--- config.mk ---
export PLATFORM = sky130hd
export DESIGN_NAME = buf_capture_chan
export DESIGN_NICKNAME = d
export VERILOG_FILES = /design/src/rtl/buf_capture_chan.sv
export SDC_FILE = /design/constraint.sdc
export NUM_CORES = 1
export LEC_CHECK = 0
export BUFFER_PORTS_ARGS = -buffer_cell sky130_fd_sc_hd__buf_2
export CAP_MARGIN = 20
export CORE_ASPECT_RATIO = 0.75
export CORE_UTILIZATION = 40
export CTS_BUF_LIST = sky130_fd_sc_hd__clkbuf_2
export DETAILED_ROUTE_END_ITERATION = 8
export PLACE_DENSITY = 0.73
export SLEW_MARGIN = 20
export SYNTH_ARGS = -nofsm -noshare
export SYNTH_HDL_FRONTEND = slang
export SYNTH_SLANG_ARGS = --single-unit
export TNS_END_PERCENT = 100
--- constraint.sdc ---
create_clock -name clk -period 2.1 [get_ports clk]
set_input_delay 0.315 -clock clk [delete_from_list [all_inputs] [get_ports clk]]
set_output_delay 0.315 -clock clk [all_outputs]
set_load 0.02 [all_outputs]
--- src/rtl/buf_capture_chan.sv ---
module buf_capture_chan #(
  parameter int TW = 16
) (
  input  logic          clk,
  input  logic          rst_n,
  input  logic [TW-1:0] timer_cnt,
  input  logic          pin_in,
  input  logic [1:0]    edge_sel,
  input  logic          latch_mode,
  input  logic          no_ovw,
  input  logic          sw_latch,
  input  logic          mod_zero,
  input  logic          mod_wr_zero,
  input  logic          rd_cap,
  input  logic          rd_hold,
  output logic [TW-1:0] cap_val,
  output logic [TW-1:0] hold_val,
  output logic          cap_full,
  output logic          hold_full,
  output logic          cap_evt
);

  logic [2:0] pin_q;
  logic       rise, fall, hit, lat_req, can_move, move, cap_wr;

  always_ff @(posedge clk or negedge rst_n)
    if (!rst_n) pin_q <= '0;
    else        pin_q <= {pin_q[1:0], pin_in};

  assign rise     = pin_q[1] & ~pin_q[2];
  assign fall     = ~pin_q[1] & pin_q[2];
  assign hit      = (edge_sel[0] & rise) | (edge_sel[1] & fall);
  assign lat_req  = latch_mode & (sw_latch | mod_zero | mod_wr_zero);
  assign can_move = cap_full & (~no_ovw | ~hold_full);
  assign move     = can_move & (latch_mode ? lat_req : hit);
  assign cap_wr   = hit & (~no_ovw | ~cap_full | move);

  always_ff @(posedge clk or negedge rst_n)
    if (!rst_n) begin
      cap_val   <= '0;
      hold_val  <= '0;
      cap_full  <= 1'b0;
      hold_full <= 1'b0;
      cap_evt   <= 1'b0;
    end else begin
      cap_evt <= cap_wr;
      if (move)    hold_val <= cap_val;
      if (cap_wr)  cap_val  <= timer_cnt;
      if (cap_wr)              cap_full <= 1'b1;
      else if (move | rd_cap)  cap_full <= 1'b0;
      if (move)         hold_full <= 1'b1;
      else if (rd_hold) hold_full <= 1'b0;
    end

  AST_EVT_FULL: assert property (@(posedge clk) disable iff (!rst_n)
    cap_evt |-> cap_full);
  AST_REPLACE: assert property (@(posedge clk) disable iff (!rst_n)
    (!no_ovw && hit) |=> (cap_evt && cap_val == $past(timer_cnt)));
  AST_CAP_KEEP: assert property (@(posedge clk) disable iff (!rst_n)
    (no_ovw && cap_full && hold_full && !rd_cap) |=> ($stable(cap_val) && cap_full));
  AST_HOLD_KEEP: assert property (@(posedge clk) disable iff (!rst_n)
    (no_ovw && hold_full) |=> $stable(hold_val));
  AST_READ_CLEAR: assert property (@(posedge clk) disable iff (!rst_n)
    (rd_cap && edge_sel == 2'b00) |=> !cap_full);
  AST_QUEUE_NO_LATCH: assert property (@(posedge clk) disable iff (!rst_n)
    (!latch_mode && edge_sel == 2'b00) |=> $stable(hold_val));

endmodule

==> flow_metrics.py, run 1 <==
metrics = {
    "status": {
        "status": "completed",
    },
    "timing": {
        "hold_ws_ps": 17.4,
        "maxSlewViolCount": 0,
        "final_hold_viol_count": 0,
        "worst_slack_ps": 347,
        "relSlewSlack": 0.463,
        "totalNegativeSetupSlack_ps": 0,
        "skew_ps": 4.24,
        "finalCritPeriodShare": 0.835,
        "min_period_ps": 1750,
        "setup_viol": 0,
        "max_freq_mhz": 571,
        "rsz0062_at_grt": "no",
        "worst_pin_slew_ps": 806,
    },
    "route": {
        "vias_per_cell": 4.44,
        "drcViolationCount": 0,
        "wl_mm": 2.75,
        "wire_per_inst_um": 12.9,
        "dr.pass1.iters": 2,
        "dr.first_iter.drc_count": 15,
        "vias": 942,
        "postRouteAntennaNets": 0,
    },
    "setup_path": {
        "startpoint_type": "flop",
        "ff2ff_setup_slack_ps": 350,
        "critPathCaptureType": "flop",
        "reg2reg_depth": 4,
        "arrival_ps": 2020,
        "worstSetupPathType": "reg -> reg",
        "timing.rr.start": "pin_q[1]$_DFF_PN0_",
        "cp_max_fo": 17,
        "r2r-end": "cap_val[7]$_DFFE_PN0P_",
        "crit_required_ps": 2370,
    },
    "synthesis": {
        "post_synth_inst_count": 89,
        "synth.avg_cell_area_um2": 17.1,
        "ys_ff_latch": 38,
        "ys_seq_area_frac": 0.624,
        "synth.cell_area_mm2": 0.00152,
        "yosys_warnings": 0,
        "syn-num-nets": 117,
        "ys_types": 16,
    },
    "cts": {
        "clk_pin_slew_ps": 170,
        "post_cts_resize_count": 0,
        "cts_sinks": 38,
        "numCtsBuffers": 5,
        "max-clock-path-buffers": 2,
        "cts_htree_levels": 2,
        "cts_tree": "built",
        "insertion_delay_ps": 360,
        "cts_root_buffer": "clkbuf_2",
    },
    "layout": {
        "num-fill-cells": 345,
        "drive_gt1_frac": 0.650,
        "fin_cells": 212,
        "insertedDiodeCount": 0,
        "final_nets": 187,
        "fin_area_mm2": 0.00194,
        "syn_to_final_growth_pct": 27.2,
    },
    "grt": {
        "grt_max_degree": 39,
        "antenna_found_initial": 0,
        "globalRouteOverflowTotal": 0,
        "grt_first_pass_wirelength_mm": 4.40,
        "grt_pass1_vias": 967,
        "grt_usage": 0.151,
    },
    "place": {
        "place_area_mm2": 0.00189,
        "dp.cells": 203,
        "dpl_worst_slack_ps": 89.6,
        "portBuffers": 62,
        "hpwl_mm": 1.96,
        "gp_congestion": 0.660,
    },
    "die": {
        "fp.dieH_um": 55.4,
        "die_area_mm2": 0.00406,
        "core_region_area_mm2": 0.00366,
        "rows": 19,
        "start_util": 0.416,
        "pin_count": 63,
        "dieWidth_um": 73.2,
    },
    "run": {
        "drv_cap": 0,
    },
    "min_path": {
        "hold_path.class": "in -> async",
    },
    "power": {
        "powerDensity_mw_per_mm2": 1220,
        "max-vdd-ir-drop_mv": 0.573,
        "power.leakage_uw": 0.00101,
    },
}
## worst max path at each step
stage | startpoint | endpoint | slack [ps] | depth (start not counted)
6_report | pin_q[1]$_DFF_PN0_ | cap_val[7]$_DFFE_PN0P_ | 350 | 4
5_1_grt | pin_q[1]$_DFF_PN0_ | cap_val[7]$_DFFE_PN0P_ | 170 | 4
4_1_cts | pin_q[1]$_DFF_PN0_ | cap_val[7]$_DFFE_PN0P_ | 320 | 4
3_5_place_dp | mod_zero | cap_val[15]$_DFFE_PN0P_ | 90 | 5
3_3_place_gp | mod_zero | cap_val[1]$_DFFE_PN0P_ | 160 | 5
2_1_floorplan | mod_zero | hold_val[0]$_DFFE_PN0P_ | 300 | 5
## registers in the layout, summed over array words and instances (netlist names)
| signal | cells |
|---|---|
| cap_val | 16 |
| hold_val | 16 |
| pin_q | 3 |
| cap_evt | 1 |
| cap_full | 1 |
| hold_full | 1 |
## repair_timing
action	4_1_cts	5_1_grt
setup buffers	0	0
hold buffers	0	1
hold endpoints to repair	0	1
## cells by family (layout without fill, tap and decap cells)
group                  count (synthesis)  in the layout  synth area share
AOI/OAI and AO/OA                      6              6            0.0247
buffers and inverters                  4             75            0.0279
DFF                                   38             38             0.624
muxes                                 32             32             0.281
and+or+nand+nor                        9              9            0.0419
## layout make-up
type                       instances  area [µm²]  share of cell area
clock buffer                       5        25.0              0.0129
clock inverter                     3        11.3             0.00581
inverter                           2        7.51             0.00388
multi-input combinational         47         529               0.273
sequential                        38         951               0.491
tap                               52        65.1              0.0336
timing repair buffer              65         348               0.180
## through the flow
step                total power [µW]  utilization
floorplan                       1760            -
global placement                2080        0.516
detailed placement              2100        0.516
CTS                             2410        0.526
global route                    2520        0.529
finish                          2370        0.529
## critical path, stage by stage, from the launching register on
cell and delay [ps]:
dfrtp_1 390, nand2_1 50, o21ai_0 510, nand2_4 330, mux2_4 380
## power breakdown
group          total (µW)  internal, µW  switching (µW)
Sequential           1110           968             144
Clock                 290          71.3             219
Combinational         968           461             507
Total                2370          1500             869
## cells in the mapped netlist (all sizes together)
cell type  instances  area, µm²
nor2b              2       12.5
dfrtp             38        951
o21ai              3       18.8
mux2              32        428
nand2              4       22.5
buf                2       35.0
nand3b             1       7.51
a21oi              2       10.0
and3               1       11.3
inv                2       7.51
a31o               1       8.76
or4b               1       10.0
## cell usage in the layout, fill, tap and decap left out
cell           count
a21oi_1            2
a31o_1             1
and3_4             1
buf_12             1
buf_2             62
buf_4              1
clkbuf_2           5
clkinv_1           3
dfrtp_1           38
dlygate4sd3_1      1
inv_1              2
mux2_2            14
mux2_4            18
nand2_1            3
nand2_4            1
nand3b_1           1
nor2b_1            2
o21ai_0            2
o21ai_2            1
or4b_1             1
## routing by layer
layer / part of all wire / vias to the layer above / wire length (µm) / GRT usage
li1: - / 450 / - / -
met5: 0 / - / 0 / 0
met3: 0.083 / 5 / 227 / 0.0639
met4: 0.011 / 0 / 31 / 0.0672
met1: 0.46 / 441 / 1270 / 0.190
met2: 0.44 / 46 / 1210 / 0.225
Power figures use the tool's default switching activity.
==> run 2, diff against run 1 <==
Clock period 2.1 ns to 1.8 ns, I/O delays scaled along.
==> run 2 against run 1 <==
  * Combinational power is 21% higher
  * Final cell count is 2.8% higher
  * Critical path depth is 2 higher
  * Sequential share of layout area is 2.2 points lower
  * Global-route usage is 0.82 points higher
  * Clock power is 26% higher
  * Largest cell class unchanged
  * Highest routed layer unchanged
==> flow_metrics.py, run 2 (same netlist as run 1, synthesis figures left out) <==
metrics = {
    "status": {
        "status": "completed",
    },
    "power": {
        "max-vdd-ir-drop_mv": 0.731,
        "powerDensity_mw_per_mm2": 1400,
        "power.leakage_uw": 0.00106,
    },
    "route": {
        "postRouteAntennaNets": 0,
        "vias": 997,
        "wl_met2_mm": 1.31,
        "met3_length_um": 251,
        "wl_mm": 2.97,
        "drcViolationCount": 0,
        "highest-signal-layer": "met4",
        "dr.pass1.iters": 2,
        "wire_per_inst_um": 13.6,
        "dr.first_iter.drc_count": 21,
        "met1_length_mm": 1.36,
        "vias_per_cell": 4.57,
    },
    "setup_path": {
        "cp_max_fo": 9,
        "crit_required_ps": 2080,
        "max_stage_delay_ps": 400,
        "startpoint_type": "flop",
        "critical-path-slowest-cell": "dfrtp_1",
        "critPathCaptureType": "flop",
        "arrival_ps": 1840,
        "path_cells": "nand2_1, o21ai_0, buf_4, nand2_4, buf_12, mux2_4",
        "worstSetupPathType": "reg -> reg",
    },
    "die": {
        "rows": 19,
        "start_util": 0.416,
        "die_area_mm2": 0.00406,
        "dieWidth_um": 73.2,
        "fp.dieH_um": 55.4,
        "core_region_area_mm2": 0.00366,
        "pin_count": 63,
    },
    "layout": {
        "reg.largest.list": "cap_val x16, hold_val x16, pin_q x3",
        "layout_commonest_cell": "buf_2",
        "num-fill-cells": 345,
        "fin_cells": 218,
        "mostFrequentLayoutCells": "buf_2, dfrtp_1, mux2_4",
        "insertedDiodeCount": 0,
        "fin_area_mm2": 0.00203,
        "drive_gt1_frac": 0.663,
        "final_nets": 193,
        "syn_to_final_growth_pct": 33.1,
    },
    "grt": {
        "grt_max_degree": 39,
        "grt_pass1_vias": 1026,
        "antenna_found_initial": 0,
        "globalRouteOverflowTotal": 0,
        "grt_usage": 0.159,
        "grt_first_pass_wirelength_mm": 4.66,
    },
    "cts": {
        "cts_root_buffer": "clkbuf_2",
        "clk_pin_slew_ps": 180,
        "post_cts_resize_count": 0,
        "cts_tree": "built",
        "cts_htree_levels": 2,
        "numCtsBuffers": 5,
        "cts_hold_buf": 2,
        "insertion_delay_ps": 380,
        "cts_sinks": 38,
        "max-clock-path-buffers": 2,
        "cts_setup_buffers": 0,
    },
    "timing": {
        "finalCritPeriodShare": 0.865,
        "hold_ws_ps": 99.0,
        "skew_ps": 14.0,
        "maxSlewViolCount": 0,
        "setup_viol": 0,
        "max_freq_mhz": 642,
        "min_period_ps": 1560,
        "final_hold_viol_count": 0,
        "rsz0062_at_grt": "no",
        "worst_pin_slew_ps": 815,
        "relSlewSlack": 0.456,
    },
    "place": {
        "portBuffers": 62,
        "place_area_mm2": 0.00196,
        "hpwl_mm": 2.15,
        "dp.cells": 207,
        "gp_congestion": 0.658,
    },
    "min_path": {
        "hold_path.class": "in -> reg",
    },
    "run": {
        "drv_cap": 0,
    },
}
[run 2: worst max-delay path: cells and delay by family, from the launching register on]
kind / cells / cell delay (ps)
compound gates: 1 / 280
buf+inv: 2 / 350
flops: 1 / 400
mux: 1 / 290
simple gates: 2 / 120
[run 2: final timing paths]
path / slack (ps) / endpoint / cells past startpoint / startpoint
setup / recovery: 240 / cap_val[7]$_DFFE_PN0P_ / 6 / pin_q[1]$_DFF_PN0_
hold / removal: 100 / cap_val[10]$_DFFE_PN0P_ / 2 / timer_cnt[10]
setup reg to reg: 240 / cap_val[7]$_DFFE_PN0P_ / 6 / pin_q[1]$_DFF_PN0_
hold reg to reg: 370 / pin_q[1]$_DFF_PN0_ / 0 / pin_q[0]$_DFF_PN0_
max in group asynchronous: 790 / cap_val[9]$_DFFE_PN0P_ / 2 / rst_n
min in group asynchronous: 490 / hold_full$_DFFE_PN0P_ / 2 / rst_n
[run 2: cell type report]
type	count	area [µm²]	area share
clock buffer	6	30.0	0.0148
clock inverter	2	8.76	0.00432
inverter	2	7.51	0.00370
multi-input combinational	47	529	0.261
sequential	38	951	0.469
tap	52	65.1	0.0321
timing repair buffer	71	435	0.215
[run 2: per-stage QoR]
| stage | total power (µW) | util | TNS, ps | setup slack [ps] |
|---|---|---|---|---|
| 3_3_place_gp | 2450 | 0.535 | -983 | -44.7 |
| 2_1_floorplan | 2060 | - | 0 | 48.9 |
| 5_1_grt | 2990 | 0.554 | 0 | 187 |
| 6_report | 2830 | 0.554 | 0 | 242 |
| 3_5_place_dp | 2490 | 0.535 | -2700 | -106 |
| 4_1_cts | 2860 | 0.551 | 0 | 223 |
[run 2: layer usage]
metal  up-vias  track usage
met5         -            0
met4         0       0.0756
met3         8       0.0584
met2        47        0.238
met1       481        0.203
li1        461            -
[run 2: power by group]
part | internal [µW] | total [µW] | switching, µW
clock | 95.6 | 364 | 268
combinational | 564 | 1170 | 604
sequential | 1130 | 1300 | 173
total | 1790 | 2830 | 1050
==> run 3, diff against run 2 <==
Settings changed: CELL_PAD_IN_SITES_DETAIL_PLACEMENT set to 1, CELL_PAD_IN_SITES_GLOBAL_PLACEMENT set to 1, CORE_UTILIZATION 40 to 39, PLACE_DENSITY 0.73 to 0.86.
==> run 3 against run 2 <==
  * Highest routed layer unchanged
  * Flip-flop and latch count did not move
  * Largest cell class unchanged
  * First-iteration DRC count rose by 95%
  * Routed wire length rose by 3.9%
  * Clock skew rose by 2.2 ps
  * Global-route usage rose by 0.45 points
  * Cell area fell by 3.1%
==> flow_metrics.py, run 3 (same netlist as run 1, synthesis figures left out) <==
metrics = {
    "status": {
        "status": "completed",
    },
    "setup_path": {
        "worstSetupPathType": "reg -> reg",
        "critPathCaptureType": "flop",
        "max_stage_delay_ps": 430,
        "path_cells": "nand3b_1, o21ai_1, nand2_4, mux2_4",
        "critical-path-slowest-cell": "dfrtp_1",
        "crit_required_ps": 2070,
        "startpoint_type": "flop",
        "arrival_ps": 1840,
        "cp_max_fo": 17,
    },
    "route": {
        "wl_mm": 3.09,
        "dr.pass1.iters": 2,
        "vias_per_cell": 4.66,
        "drcViolationCount": 0,
        "vias": 1002,
        "postRouteAntennaNets": 0,
        "wire_per_inst_um": 14.4,
        "dr.first_iter.drc_count": 41,
    },
    "layout": {
        "insertedDiodeCount": 0,
        "drive_gt1_frac": 0.663,
        "final_util": 0.530,
        "syn_to_final_growth_pct": 29.0,
        "layout_commonest_cell": "buf_2",
        "fin_cells": 215,
        "reg.largest.list": "cap_val x16, hold_val x16, pin_q x3",
        "final_nets": 190,
        "mostFrequentLayoutCells": "buf_2, dfrtp_1, mux2_4",
    },
    "power": {
        "combPwrFrac": 0.408,
        "max-vdd-ir-drop_mv": 0.645,
        "powerDensity_mw_per_mm2": 1430,
        "p_seq_frac": 0.465,
        "power.leakage_uw": 0.00103,
        "sw_frac_of_total": 0.370,
        "p_sw_uw": 1040,
        "p_int_uw": 1770,
        "clkPwrFrac": 0.127,
    },
    "cts": {
        "cts_htree_levels": 2,
        "numCtsBuffers": 5,
        "cts_root_buffer": "clkbuf_2",
        "max-clock-path-buffers": 2,
        "insertion_delay_ps": 370,
        "cts_sinks": 38,
        "cts_tree": "built",
        "clk_pin_slew_ps": 180,
    },
    "grt": {
        "globalRouteOverflowTotal": 0,
        "grt_max_degree": 39,
        "grt_first_pass_wirelength_mm": 5.00,
        "grt_usage": 0.163,
        "antenna_found_initial": 0,
        "grt_pass1_vias": 1034,
    },
    "die": {
        "start_util": 0.411,
        "die_area_mm2": 0.00416,
        "pin_count": 63,
        "dieWidth_um": 74.2,
        "rows": 19,
        "core_region_area_mm2": 0.00371,
        "fp.dieH_um": 56.1,
    },
    "timing": {
        "min_period_ps": 1570,
        "max_freq_mhz": 636,
        "setup_viol": 0,
        "worst_pin_slew_ps": 475,
        "relSlewSlack": 0.683,
        "skew_ps": 16.2,
        "maxSlewViolCount": 0,
        "rsz0062_at_grt": "no",
        "final_hold_viol_count": 0,
        "finalCritPeriodShare": 0.873,
    },
    "place": {
        "dp.cells": 205,
        "hpwl_mm": 2.35,
        "portBuffers": 62,
        "gp_congestion": 0.630,
    },
    "min_path": {
        "hold_path.class": "in -> reg",
    },
    "run": {
        "drv_cap": 0,
    },
}
==> run 3: cell types whose count changed in the layout (fill, tap and decap cells not counted), sizes merged <==
cell and change:
buf -2, dlygate4sd3 -1
==> run 3: worst paths after layout <==
path / startpoint / end / slack (ps) / depth (start not counted)
hold / removal: rd_hold / hold_full$_DFFE_PN0P_ / 60 / 2
hold reg to reg: pin_q[0]$_DFF_PN0_ / pin_q[1]$_DFF_PN0_ / 370 / 0
min in group asynchronous: rst_n / pin_q[1]$_DFF_PN0_ / 440 / 3
max in group asynchronous: rst_n / cap_val[6]$_DFFE_PN0P_ / 1010 / 3
setup reg to reg: pin_q[1]$_DFF_PN0_ / cap_val[8]$_DFFE_PN0P_ / 230 / 4
setup / recovery: pin_q[1]$_DFF_PN0_ / cap_val[8]$_DFFE_PN0P_ / 230 / 4
==> run 3: power groups by stage <==
stage / clock network, µW / registers (µW) / logic [µW]
floorplan: 0 / 1650 / 412
global placement: 0 / 1300 / 1130
finish: 357 / 1310 / 1150
CTS: 378 / 1310 / 1160
detailed placement: 0 / 1330 / 1160
global route: 414 / 1350 / 1220
==> run 3: cell type report <==
type / count / area [µm²]
fill: 409 / 1740
sequential: 38 / 951
multi-input combinational: 47 / 529
timing repair buffer: 68 / 373
tap: 52 / 65.1
clock buffer: 6 / 30.0
clock inverter: 2 / 8.76
inverter: 2 / 7.51
==> run 3: repair_timing <==
| item | in CTS | in global routing |
|---|---|---|
| hold endpoints to repair | 39 | 0 |
| hold buffers | 2 | 0 |
| setup endpoints to repair | 0 | 32 |
| setup buffers | 0 | 0 |
| gates resized for setup | 0 | 1 |
==> run 3: through the flow <==
stage / power, µW / area (µm²) / hold WS [ps] / TNS (ps) / setup slack [ps]
after floorplan: 2060 / 1520 / -25.6 / 0 / 48.9
after global placement: 2430 / 1910 / 335 / -1500 / -101
after detailed placement: 2490 / 1910 / 337 / -2240 / -160
after CTS: 2850 / 1960 / 27.1 / 0 / 5.39
after global routing: 2980 / 1960 / 15.4 / 0 / 93.3
final: 2810 / 1960 / 56.2 / 0 / 228
==> run 3: critical path: cells and delay by family, from the launching register on <==
kind             cells  cell delay, ps
flip-flops           1             430
AND/OR/NAND/NOR      2             420
multiplexers         1             360
AO/OA/AOI/OAI        1             240
==> run 3: layer usage <==
metal	global-route usage	vias up	routed length [µm]	share of wire
li1	-	458	-	-
met1	0.213	492	1360	0.44
met2	0.256	47	1450	0.47
met3	0.0562	5	249	0.081
met4	0.0495	0	31	0.010
met5	0	-	0	0
